--- config.mk ---
export PLATFORM = sky130hd
export DESIGN_NAME = scsi_hsk_monitor
export DESIGN_NICKNAME = d
export VERILOG_FILES = /design/src/rtl/hsk_mon_pkg.sv /design/src/rtl/hsk_sync_edge.sv /design/src/rtl/hsk_span_timer.sv /design/src/rtl/scsi_hsk_monitor.sv
export SDC_FILE = /design/constraint.sdc
export NUM_CORES = 1
export LEC_CHECK = 0
export ABC_CLOCK_PERIOD_IN_PS = 4500
export BUFFER_PORTS_ARGS = -buffer_cell sky130_fd_sc_hd__buf_2
export CAP_MARGIN = 10
export CORE_AREA = 2 2 98 195
export DETAILED_ROUTE_END_ITERATION = 8
export DIE_AREA = 0 0 100 197
export PLACE_DENSITY = 0.57
export SLEW_MARGIN = 25
export SYNTH_ARGS = -nofsm -noshare
export SYNTH_HDL_FRONTEND = slang
export SYNTH_HIERARCHICAL = 1
export SYNTH_SLANG_ARGS = --single-unit
--- constraint.sdc ---
create_clock -name clk -period 4.5 [get_ports clk]
set_input_delay 0.9 -clock clk [delete_from_list [all_inputs] [get_ports clk]]
set_output_delay 0.9 -clock clk [all_outputs]
set_load 0.02 [all_outputs]
--- src/rtl/hsk_mon_pkg.sv ---
// Package: shared widths and the REQ/ACK pair type for the handshake monitor.
// Assumes: nothing; holds only constants and types.
package hsk_mon_pkg;
    localparam int LIM_W_DEF = 16;
    localparam int OFS_W_DEF = 6;

    // One bit per handshake line, used for levels and edges alike.
    typedef struct packed {
        logic req;
        logic ack;
    } hsk_pair_t;
endpackage

--- src/rtl/hsk_sync_edge.sv ---
// Module: multi-stage synchronizer with rise/fall detection per bit.
// Assumes: STAGES >= 2; din is asynchronous to clk; edges are one-cycle
// pulses derived from the last synchronizer stage.
module hsk_sync_edge #(
    parameter int N      = 2,
    parameter int STAGES = 2
) (
    input  logic         clk,
    input  logic         rst_n,
    input  logic [N-1:0] din,
    output logic [N-1:0] lvl,
    output logic [N-1:0] rise,
    output logic [N-1:0] fall
);
    localparam int TOP = STAGES - 1;

    for (genvar b = 0; b < N; b++) begin : g_bit
        logic [STAGES-1:0] chain;
        logic              last;

        // Shift the pin through the chain and keep the previous output level.
        always_ff @(posedge clk) begin
            if (!rst_n) begin
                chain <= '0;
                last  <= 1'b0;
            end else begin
                chain <= {chain[STAGES-2:0], din[b]};
                last  <= chain[TOP];
            end
        end

        assign lvl[b]  = chain[TOP];
        assign rise[b] = chain[TOP] & ~last;
        assign fall[b] = ~chain[TOP] & last;

        // the first stage only rises after the pin was high.
        a_r1_front_follows_pin: assert property (@(posedge clk) disable iff (!rst_n)
            $rose(chain[0]) |-> $past(din[b]));
    end
endmodule

--- src/rtl/hsk_span_timer.sv ---
// Module: restartable interval timer that fires once per start.
// Assumes: start restarts the count at zero; stop ends a run quietly;
// hit is combinational and marks the clock on which the run reaches limit;
// a zero limit never runs and never hits.
module hsk_span_timer #(
    parameter int W = 16
) (
    input  logic         clk,
    input  logic         rst_n,
    input  logic         start,
    input  logic         stop,
    input  logic [W-1:0] limit,
    output logic         hit
);
    logic         run;
    logic [W-1:0] cnt;
    logic [W:0]   next_cnt;
    logic         lim_on;

    assign lim_on   = (limit != '0);
    assign next_cnt = {1'b0, cnt} + 1'b1;
    assign hit      = run && lim_on && !start && !stop && (next_cnt >= {1'b0, limit});

    // Run-state and count: start beats stop, stop beats counting.
    always_ff @(posedge clk) begin
        if (!rst_n) begin
            run <= 1'b0;
            cnt <= '0;
        end else if (start) begin
            run <= lim_on;
            cnt <= '0;
        end else if (stop) begin
            run <= 1'b0;
        end else if (run) begin
            if (hit) run <= 1'b0;
            else     cnt <= next_cnt[W-1:0];
        end
    end

    // a start always begins a fresh run from zero.
    a_r11_restart_from_zero: assert property (@(posedge clk) disable iff (!rst_n)
        (start && limit != '0) |=> (run && cnt == '0));
    // a zero limit leaves the timer idle.
    a_r9_zero_limit_idle: assert property (@(posedge clk) disable iff (!rst_n)
        (start && limit == '0) |=> !run);
endmodule

--- src/rtl/scsi_hsk_monitor.sv ---
// Module: REQ/ACK handshake, busy and retry timeout monitor with the
// asynchronous assertion-delay strobe.
// Assumes: role_tgt, mode_sync and the limits change only while the
// handshake is idle; offset_cnt is synchronous to clk; clr, retry_start
// and data_rdy are single-cycle strobes.
module scsi_hsk_monitor
    import hsk_mon_pkg::*;
#(
    parameter int LIM_W  = LIM_W_DEF,
    parameter int OFS_W  = OFS_W_DEF,
    parameter int STAGES = 2
) (
    input  logic             clk,
    input  logic             rst_n,
    input  logic             req_in,
    input  logic             ack_in,
    input  logic             role_tgt,
    input  logic             mode_sync,
    input  logic [OFS_W-1:0] offset_cnt,
    input  logic             busy,
    input  logic [LIM_W-1:0] lim_hsk,
    input  logic [LIM_W-1:0] lim_busy,
    input  logic [LIM_W-1:0] lim_retry,
    input  logic [LIM_W-1:0] dly_cfg,
    input  logic             retry_start,
    input  logic             data_rdy,
    input  logic             clr,
    output logic             hsk_to,
    output logic             busy_to,
    output logic             retry_rdy,
    output logic             drive_go
);
    localparam logic [LIM_W-1:0] ONE = LIM_W'(1);

    hsk_pair_t pin_v, lvl_v, rise_v, fall_v;
    logic      hsk_start, hsk_stop, hit_hsk;
    logic      busy_q, busy_start, hit_busy;
    logic      hit_retry, hit_go;
    logic [LIM_W-1:0] go_lim;

    assign pin_v = '{req: req_in, ack: ack_in};

    hsk_sync_edge #(.N(2), .STAGES(STAGES)) u_sync (
        .clk  (clk),
        .rst_n(rst_n),
        .din  (pin_v),
        .lvl  (lvl_v),
        .rise (rise_v),
        .fall (fall_v)
    );

    // Pick the start/stop edge pair for the current role and mode.
    always_comb begin
        unique case ({mode_sync, role_tgt})
            2'b01:   begin hsk_start = rise_v.req; hsk_stop = rise_v.ack;         end
            2'b00:   begin hsk_start = rise_v.ack; hsk_stop = fall_v.req;         end
            2'b11:   begin hsk_start = rise_v.req; hsk_stop = (offset_cnt == '0); end
            default: begin hsk_start = 1'b0;       hsk_stop = 1'b1;               end
        endcase
    end

    hsk_span_timer #(.W(LIM_W)) u_hsk_tmr (
        .clk(clk), .rst_n(rst_n), .start(hsk_start), .stop(hsk_stop),
        .limit(lim_hsk), .hit(hit_hsk)
    );

    // Remember last busy level to find the start of a busy period.
    always_ff @(posedge clk) begin
        if (!rst_n) busy_q <= 1'b0;
        else        busy_q <= busy;
    end

    assign busy_start = busy & ~busy_q;

    hsk_span_timer #(.W(LIM_W)) u_busy_tmr (
        .clk(clk), .rst_n(rst_n), .start(busy_start), .stop(~busy),
        .limit(lim_busy), .hit(hit_busy)
    );

    hsk_span_timer #(.W(LIM_W)) u_retry_tmr (
        .clk(clk), .rst_n(rst_n), .start(retry_start), .stop(1'b0),
        .limit(lim_retry), .hit(hit_retry)
    );

    assign go_lim = (mode_sync || dly_cfg == '0) ? ONE : dly_cfg;

    hsk_span_timer #(.W(LIM_W)) u_go_tmr (
        .clk(clk), .rst_n(rst_n), .start(data_rdy), .stop(1'b0),
        .limit(go_lim), .hit(hit_go)
    );

    // Sticky flags: a new timeout wins over a clear on the same clock.
    always_ff @(posedge clk) begin
        if (!rst_n) begin
            hsk_to  <= 1'b0;
            busy_to <= 1'b0;
        end else begin
            if (hit_hsk)  hsk_to <= 1'b1;
            else if (clr) hsk_to <= 1'b0;
            if (hit_busy) busy_to <= 1'b1;
            else if (clr) busy_to <= 1'b0;
        end
    end

    // Register the single-cycle retry and drive strobes.
    always_ff @(posedge clk) begin
        if (!rst_n) begin
            retry_rdy <= 1'b0;
            drive_go  <= 1'b0;
        end else begin
            retry_rdy <= hit_retry;
            drive_go  <= hit_go;
        end
    end

    // flags hold until cleared.
    a_r10_hsk_sticky: assert property (@(posedge clk) disable iff (!rst_n)
        (hsk_to && !clr) |=> hsk_to);
    a_r10_busy_sticky: assert property (@(posedge clk) disable iff (!rst_n)
        (busy_to && !clr) |=> busy_to);
    // a timeout on the clearing clock still leaves the flag set.
    a_r10_set_beats_clear: assert property (@(posedge clk) disable iff (!rst_n)
        hit_hsk |=> hsk_to);
    // the busy flag only rises after busy was sampled high.
    a_r6_busy_needs_busy: assert property (@(posedge clk) disable iff (!rst_n)
        $rose(busy_to) |-> $past(busy));
    // no handshake timeout appears in synchronous initiator mode.
    a_r5_sync_init_quiet: assert property (@(posedge clk) disable iff (!rst_n)
        $rose(hsk_to) |-> !$past(mode_sync && !role_tgt));
    // retry-ready is a single-cycle pulse.
    a_r7_retry_single: assert property (@(posedge clk) disable iff (!rst_n)
        retry_rdy |=> !retry_rdy);
    // the drive strobe is a single-cycle pulse.
    a_r8_go_single: assert property (@(posedge clk) disable iff (!rst_n)
        drive_go |=> !drive_go);
endmodule

==> impl_metrics.tcl, run 1 <==
set metrics [dict create \
    drc 0 \
    die_area_mm2 0.0197 \
    worst-path-max-fanout 22 \
    start_util_pct 38.5 \
    vdd_ir_drop_max_uv 154 \
    netlist_area_mm2 0.00701 \
    ant_nets 0 \
    wl_met3_um 526 \
    diodes 0 \
    num_rows 70 \
    hold_viol 0 \
    area_delta_synth_final_pct 10.9 \
    min_path_type "reg -> reg" \
    nets 1057 \
    synth_warnings 6 \
    cpMaxStageDelayCell "a31oi_2" \
    share_comb_of_total_power_pct 11.7 \
    fill_cells 1895 \
    dp_hpwl_um 15100 \
    cp.required_ps 4700 \
    wl_per_cell_um 16.5 \
    max_stage_delay_ps 800 \
    wl_met1_um 6940 \
    coreArea_mm2 0.0182 \
    timing.final.crit_share_pct 83.6 \
    pwr-share-clk_pct 45.2 \
    relSlewSlack_pct 36.2 \
    place_ws_ps 762 \
    seqPwrFrac_pct 43.1 \
    first_pass_iters 4 \
    numCtsBuffers 9 \
    clk_transition_reported_paths_ps 70 \
    crit_type "reg -> reg" \
    grt_usage_pct 19.2 \
    globalRouteOverflowTotal 0 \
    drt-initial-drc-count 161 \
    setup_tns_ps 0 \
    clock_latency_ps 350 \
    worstPathArrival_ps 3970 \
    cp_top_family "simple AND/OR/NAND/NOR gates" \
    drv_cap 0 \
    clockRootBuffer "clkbuf_16" \
    fin_crit_ps 3760 \
    finalWeightedCongestion 0.845 \
    antenna_found_initial 0 \
    path_buf_inv 0 \
    die_w_um 100 \
    ctsLongestPathBuffers 2 \
    vias 6405 \
    cts_sinks 79 \
    fp.dieH_um 197 \
    avgSynthCellArea_um2 8.36 \
    status "finished, final reports clean" \
    finalWorstSetupSlack_ps 737 \
    io_pins 84 \
    grt_pass1_vias 6276 \
    power_density_mw_per_mm2 211 \
    intPower_mw 1.21 \
    post_cts_buffers 0 \
    cp-start-kind "flop" \
    postCtsResizedCells 0 \
    max_freq_ghz 0.266 \
    cts_max_level 3 \
    worst_pin_slew_ps 953 \
    syn_inst 839 \
    cp_cell_sequence "ha_1 -> nand3_2 -> or3_4 -> nor2_8 -> nand3_4 -> xnor2_1 -> ha_1 -> nand4_1 -> nor4_1 -> a211oi_2 -> a31oi_2 -> or4_1 -> a21oi_1" \
    drv_slew 0 \
    avgViaCountPerCell 5.67 \
    skew_ps 9.25 \
    grt_max_degree 33 \
    power_switching_uw 433 \
    final_layout_size_suffix_gt1_share_pct 17.6 \
    total_power_mw 1.64 \
    setup_viol 0 \
    totalWireLength_um 18700 \
    wl_met2_um 10400 \
    io_buffers 83 \
    p_leak_nw 3.32 \
    grt_first_pass_wirelength_um 29900 \
    hold_buffers 0 \
    cts_tree "built" \
    swShare_pct 26.4 \
    top_layer "met4" \
    crit_top_cell "ha_1" \
    rsz0062_at_grt "false" \
    worstSetupEndpointType "flop" \
]
## final cells by class
class	instances	area, um2	area share (%)
multi-input cells	666	4920	63.4
clock inverters	6	61.3	0.789
clock buffers	10	229	2.95
well taps	216	270	3.48
flip-flops and latches	79	1580	20.4
inverters	66	248	3.19
repair buffers	87	458	5.89
## worst reg2reg max path: cells and delay by family, from the launching register on
kind | cells | cell delay (ps)
and+or+nand+nor | 7 | 1480
AOI/OAI and AO/OA | 3 | 970
adders and majority gates | 2 | 610
DFF | 1 | 420
xor gates and xnor gates | 1 | 140
## per-stage QoR
step	cell area [um2]	util [%]	hold slack (ps)	instances
final	7770	42.7	442	1130
after global routing	7770	42.7	464	1130
after CTS	7770	42.7	441	1130
after detailed placement	7480	41.1	420	1114
after global placement	7480	41.1	419	1114
after floorplan	7010	-	412	840
## registers in the layout, summed over array words and instances, names as in the netlist, 2 cells and up
| register | cells |
|---|---|
| u_go_tmr/cnt | 16 |
| u_busy_tmr/cnt | 16 |
| u_sync/g_bit.last | 2 |
| u_retry_tmr/cnt | 16 |
| u_hsk_tmr/cnt | 16 |
| u_sync/g_bit.chain | 4 |
## layout by cell type (no fill, tap or decap), drive strengths merged, types with 5 or more instances in the layout
master	count
or4	32
xnor2	35
or3	6
a21oi	65
nor4	30
and2	19
inv	64
nor2b	18
dfxtp	79
a31oi	12
buf	87
o21a	8
o21ai	22
and2b	11
nand4	33
nor2	49
nand2b	8
nand3	41
nor3	8
clkinv	6
ha	68
a41o	10
o311ai	5
xor2	21
clkbuf	10
a31o	5
a211oi	9
and4	11
o31ai	36
nand2	57
or2	8
## per-layer routing
layer	track usage, %	up-vias
met4	9.69	0
met5	0	-
met3	2.30	39
met1	18.8	2966
li1	-	3282
met2	38.1	118
## power groups by stage
stage	Clock [mW]	Combinational [mW]	Sequential [mW]
after CTS	0.768	0.195	0.708
after detailed placement	0	0.194	0.724
after floorplan	0	0.117	0.723
final	0.742	0.192	0.708
after global routing	0.788	0.216	0.708
after global placement	0	0.192	0.723
## worst paths after layout
path / startpoint / end / slack, ps / cells past startpoint
setup / recovery: u_busy_tmr/cnt[0]$_SDFFE_PP0P_ / u_busy_tmr/cnt[6]$_SDFFE_PP0P_ / 740 / 13
hold / removal: u_sync/g_bit[1].chain[0]$_SDFF_PN0_ / u_sync/g_bit[1].chain[1]$_SDFF_PN0_ / 440 / 1
setup reg to reg: u_busy_tmr/cnt[0]$_SDFFE_PP0P_ / u_busy_tmr/cnt[6]$_SDFFE_PP0P_ / 740 / 13
hold reg to reg: u_sync/g_bit[1].chain[0]$_SDFF_PN0_ / u_sync/g_bit[1].chain[1]$_SDFF_PN0_ / 440 / 1
Note: power is estimated with default switching activity, not from simulation.
==> run 2: changes to the inputs <==
ABC_CLOCK_PERIOD_IN_PS = 3600   (was 4500)
clock period = 3.6 ns   (was 4.5 ns; I/O delays follow)
==> impl_metrics.tcl, run 2 (synthesis gave the netlist of run 1 again) <==
set metrics [dict create \
    status "finished, final reports clean" \
    fp.dieH_um 197 \
    die_w_um 100 \
    first_pass_iters 4 \
    p_leak_nw 3.51 \
    final_cell_mix "buf_2, dfxtp_1, ha_1, inv_1, a21oi_1" \
    drt-initial-drc-count 129 \
    relSlewSlack_pct 54.9 \
    r2r-start "u_busy_tmr/cnt[3]$_SDFFE_PP0P_" \
    crit_type "reg -> reg" \
    antenna_found_initial 1 \
    top_layer "met4" \
    holdWs_ps 441 \
    drv_slew 0 \
    hold_buffers 0 \
    cp-start-kind "flop" \
    hp-start "u_sync/g_bit[0].chain[0]$_SDFF_PN0_" \
    numCtsBuffers 9 \
    timing.final.crit_share_pct 94.0 \
    drv_cap 0 \
    cts_sinks 79 \
    grt_max_degree 33 \
    cpMaxStageDelayCell "dfxtp_1" \
    cp_top_family "simple AND/OR/NAND/NOR gates" \
    power_density_mw_per_mm2 245 \
    totalWireLength_um 19300 \
    die_area_mm2 0.0197 \
    vias 6589 \
    hold_viol 0 \
    ctsLongestPathBuffers 2 \
    worstSetupEndpointType "flop" \
    coreArea_mm2 0.0182 \
    final_common_cell "buf_2" \
    crit_top_cell "nand4_1" \
    nets 1089 \
    io_pins 84 \
    num_rows 70 \
    io_buffers 83 \
    wl_met3_um 587 \
    hold_path_end "u_sync/g_bit[0].chain[1]$_SDFF_PN0_" \
    clk_transition_reported_paths_ps 60 \
    cp_cell_sequence "nand4_1 -> nor4b_4 -> nand2_1 -> xnor2_1 -> ha_1 -> nand4_1 -> buf_4 -> nor4_1 -> a211oi_2 -> a31oi_2 -> buf_12 -> or4_1 -> a21oi_1" \
    grt_first_pass_wirelength_um 30700 \
    finalWeightedCongestion 0.857 \
    setup_tns_ps 0 \
    reg2regPathDepth 13 \
    avgViaCountPerCell 5.67 \
    path_buf_inv 2 \
    clockRootBuffer "clkbuf_16" \
    max_freq_ghz 0.296 \
    start_util_pct 38.5 \
    cts_tree "built" \
    worst_pin_slew_ps 676 \
    cts_max_level 3 \
    max_stage_delay_ps 470 \
    wl_met1_um 6850 \
    skew_ps 7.39 \
    final_layout_size_suffix_gt1_share_pct 21.4 \
    wl_met2_um 11200 \
    wl_per_cell_um 16.6 \
    min_delay_path_depth 1 \
    drc 0 \
    worst-path-max-fanout 22 \
    clock_latency_ps 340 \
    worstPathArrival_ps 3650 \
    grt_usage_pct 19.6 \
    ant_nets 0 \
    fin_crit_ps 3380 \
    area_delta_synth_final_pct 15.6 \
    setup_viol 0 \
    cp.required_ps 3860 \
    dp_hpwl_um 15400 \
    grt_pass1_vias 6541 \
    r2r_end "u_busy_tmr/cnt[7]$_SDFFE_PP0P_" \
    vdd_ir_drop_max_uv 211 \
    globalRouteOverflowTotal 0 \
    min_path_type "reg -> reg" \
    r2r_setup_slack_ps 220 \
    rsz0062_at_grt "false" \
]
-- run 2: cell type report --
cell class	count	area [um2]
fillers	1871	10100
multi-input cells	668	5000
flip-flops and latches	79	1590
repair buffers	117	721
well taps	216	270
inverters	66	248
clock buffers	10	239
clock inverters	5	33.8
diodes	1	2.50
-- run 2: how the worst max path moves through the flow --
stage | from | to | slack, ps | cells after the start
after detailed placement | u_retry_tmr/cnt[0]$_SDFFE_PP0P_ | u_retry_tmr/cnt[4]$_SDFFE_PP0P_ | 80 | 13
final | u_busy_tmr/cnt[3]$_SDFFE_PP0P_ | u_busy_tmr/cnt[7]$_SDFFE_PP0P_ | 220 | 13
after floorplan | u_busy_tmr/cnt[0]$_SDFFE_PP0P_ | u_busy_tmr/cnt[8]$_SDFFE_PP0P_ | 400 | 14
after global routing | u_retry_tmr/cnt[1]$_SDFFE_PP0P_ | u_retry_tmr/cnt[8]$_SDFFE_PP0P_ | 9 | 13
after global placement | u_retry_tmr/cnt[0]$_SDFFE_PP0P_ | u_retry_tmr/cnt[4]$_SDFFE_PP0P_ | 120 | 13
after CTS | u_retry_tmr/cnt[0]$_SDFFE_PP0P_ | u_retry_tmr/cnt[11]$_SDFFE_PP0P_ | 60 | 13
-- run 2: through the flow --
stage          util (%)  setup WS (ps)  area, um2  instances  total power, mW
2_1_floorplan         -            403       7010        840             1.05
3_3_place_gp       42.3            119       7700       1140             1.15
3_5_place_dp       42.3           84.1       7700       1140             1.15
4_1_cts            43.8           63.2       7970       1155             2.03
5_1_grt            44.5           9.36       8100       1161             2.10
6_report           44.5            216       8100       1162             1.99
-- run 2: what timing repair did --
item | CTS | global route
setup endpoints to repair | 0 | 42
gates resized for setup | 0 | 13
buffers inserted | 0 | 4
-- run 2: routing by layer --
metal,up-vias,global-route usage (%)
li1,3342,-
met1,3085,18.2
met2,127,40.1
met3,35,2.70
met4,0,9.03
met5,-,0
-- run 2: power by group --
group          internal [mW]  switching, mW
logic                 0.0992          0.146
registers              0.881        0.00324
clock network          0.482          0.376
total                   1.46          0.525
==> run 3: changes to the inputs <==
REMOVE_ABC_BUFFERS = 1   (was default)
==> impl_metrics.tcl, run 3 (synthesis gave the netlist of run 1 again) <==
set metrics [dict create \
    status "finished, final reports clean" \
    clock_latency_ps 350 \
    start_util_pct 38.5 \
    final_cell_mix "buf_2, dfxtp_1, ha_1, inv_1, a21oi_1" \
    coreArea_mm2 0.0182 \
    timing.final.crit_share_pct 93.7 \
    hold_viol 0 \
    crit_type "reg -> reg" \
    skew_ps 6.71 \
    io_buffers 83 \
    worstPathArrival_ps 3630 \
    crit_top_cell "ha_1" \
    postCtsResizedCells 0 \
    cts_sinks 79 \
    post_cts_buffers 0 \
    dp_cells 1133 \
    hold_buffers 0 \
    drv_cap 0 \
    min_path_type "reg -> reg" \
    clk_transition_reported_paths_ps 70 \
    final_cells 1149 \
    wl_per_cell_um 16.2 \
    rsz0062_at_grt "false" \
    numCtsBuffers 9 \
    die_w_um 100 \
    diodes 0 \
    cp_cell_sequence "ha_1 -> nand3_2 -> buf_4 -> nor3_2 -> nand3_1 -> xnor2_1 -> ha_1 -> a21o_1 -> a211oi_4 -> a31oi_4 -> buf_12 -> or4b_1 -> a21oi_1" \
    cp-start-kind "flop" \
    num_rows 70 \
    vias 6540 \
    max_freq_ghz 0.297 \
    first_pass_iters 4 \
    vdd_ir_drop_max_uv 175 \
    clockRootBuffer "clkbuf_16" \
    avgViaCountPerCell 5.69 \
    max_stage_delay_ps 510 \
    power_density_mw_per_mm2 261 \
    grt_max_degree 33 \
    final_layout_size_suffix_gt1_share_pct 19.8 \
    fp.dieH_um 197 \
    area_delta_synth_final_pct 14.5 \
    drt-initial-drc-count 101 \
    final_common_cell "buf_2" \
    grt_pass1_vias 6523 \
    grt_usage_pct 19.3 \
    fin_crit_ps 3370 \
    io_pins 84 \
    fill_cells 1918 \
    cts_max_level 3 \
    drv_slew 0 \
    cts_tree "built" \
    cpMaxStageDelayCell "or4b_1" \
    finalWeightedCongestion 0.829 \
    dp_hpwl_um 14800 \
    drc 0 \
    path_buf_inv 2 \
    globalRouteOverflowTotal 0 \
    multi_input_area_mm2 0.00495 \
    nets 1076 \
    die_area_mm2 0.0197 \
    antenna_found_initial 0 \
    worst_pin_slew_ps 727 \
    cp_top_family "simple AND/OR/NAND/NOR gates" \
    setup_viol 0 \
    totalWireLength_um 18600 \
    worst-path-max-fanout 28 \
    worstSetupEndpointType "flop" \
    ff_latch_area_mm2 0.00158 \
    ctsLongestPathBuffers 2 \
    p_leak_nw 3.47 \
    setup_tns_ps 0 \
    ant_nets 0 \
    grt_first_pass_wirelength_um 30200 \
    relSlewSlack_pct 51.4 \
    cp.required_ps 3860 \
]
-- run 3: worst paths after layout --
check,from,to,slack [ps],depth (start not counted)
hold / removal,u_sync/g_bit[0].chain[0]$_SDFF_PN0_,u_sync/g_bit[0].chain[1]$_SDFF_PN0_,440,1
setup / recovery,u_retry_tmr/cnt[1]$_SDFFE_PP0P_,u_retry_tmr/cnt[6]$_SDFFE_PP0P_,230,13
hold reg to reg,u_sync/g_bit[0].chain[0]$_SDFF_PN0_,u_sync/g_bit[0].chain[1]$_SDFF_PN0_,440,1
setup reg to reg,u_retry_tmr/cnt[1]$_SDFFE_PP0P_,u_retry_tmr/cnt[6]$_SDFFE_PP0P_,230,13
-- run 3: report_power, final --
| group | total (mW) | switching, mW | internal [mW] |
|---|---|---|---|
| Sequential | 0.884 | 0.00304 | 0.881 |
| Combinational | 0.249 | 0.149 | 0.0997 |
| Clock | 0.960 | 0.414 | 0.546 |
-- run 3: area by class of cell --
cell class                      instances  share of cell area [%]
Multi-Input combinational cell        666                    61.6
Sequential cell                        79                    19.7
Timing Repair Buffer                  106                    8.41
Tap cell                              216                    3.37
Inverter                               66                    3.09
Clock buffer                            9                    2.80
Clock inverter                          7                   0.982
-- run 3: routing by layer --
metal	track usage, %	share of wire, %	vias up
met1	18.8	38	3030
met3	2.13	2.5	51
li1	-	-	3332
met2	37.9	55	127
met5	0	0	-
met4	10.9	4.5	0
-- run 3: metrics by stage --
| step | utilization (%) | cell area (um2) | setup slack [ps] | power (mW) | hold WS (ps) |
|---|---|---|---|---|---|
| 6_report | 44.1 | 8030 | 227 | 2.09 | 435 |
| 4_1_cts | 43.9 | 8000 | 87.9 | 2.13 | 437 |
| 3_5_place_dp | 42.3 | 7700 | 114 | 1.15 | 424 |
| 2_1_floorplan | - | 6750 | 41.8 | 1.03 | 412 |
| 3_3_place_gp | 42.3 | 7700 | 218 | 1.15 | 417 |
| 5_1_grt | 44.1 | 8030 | 16.5 | 2.19 | 445 |
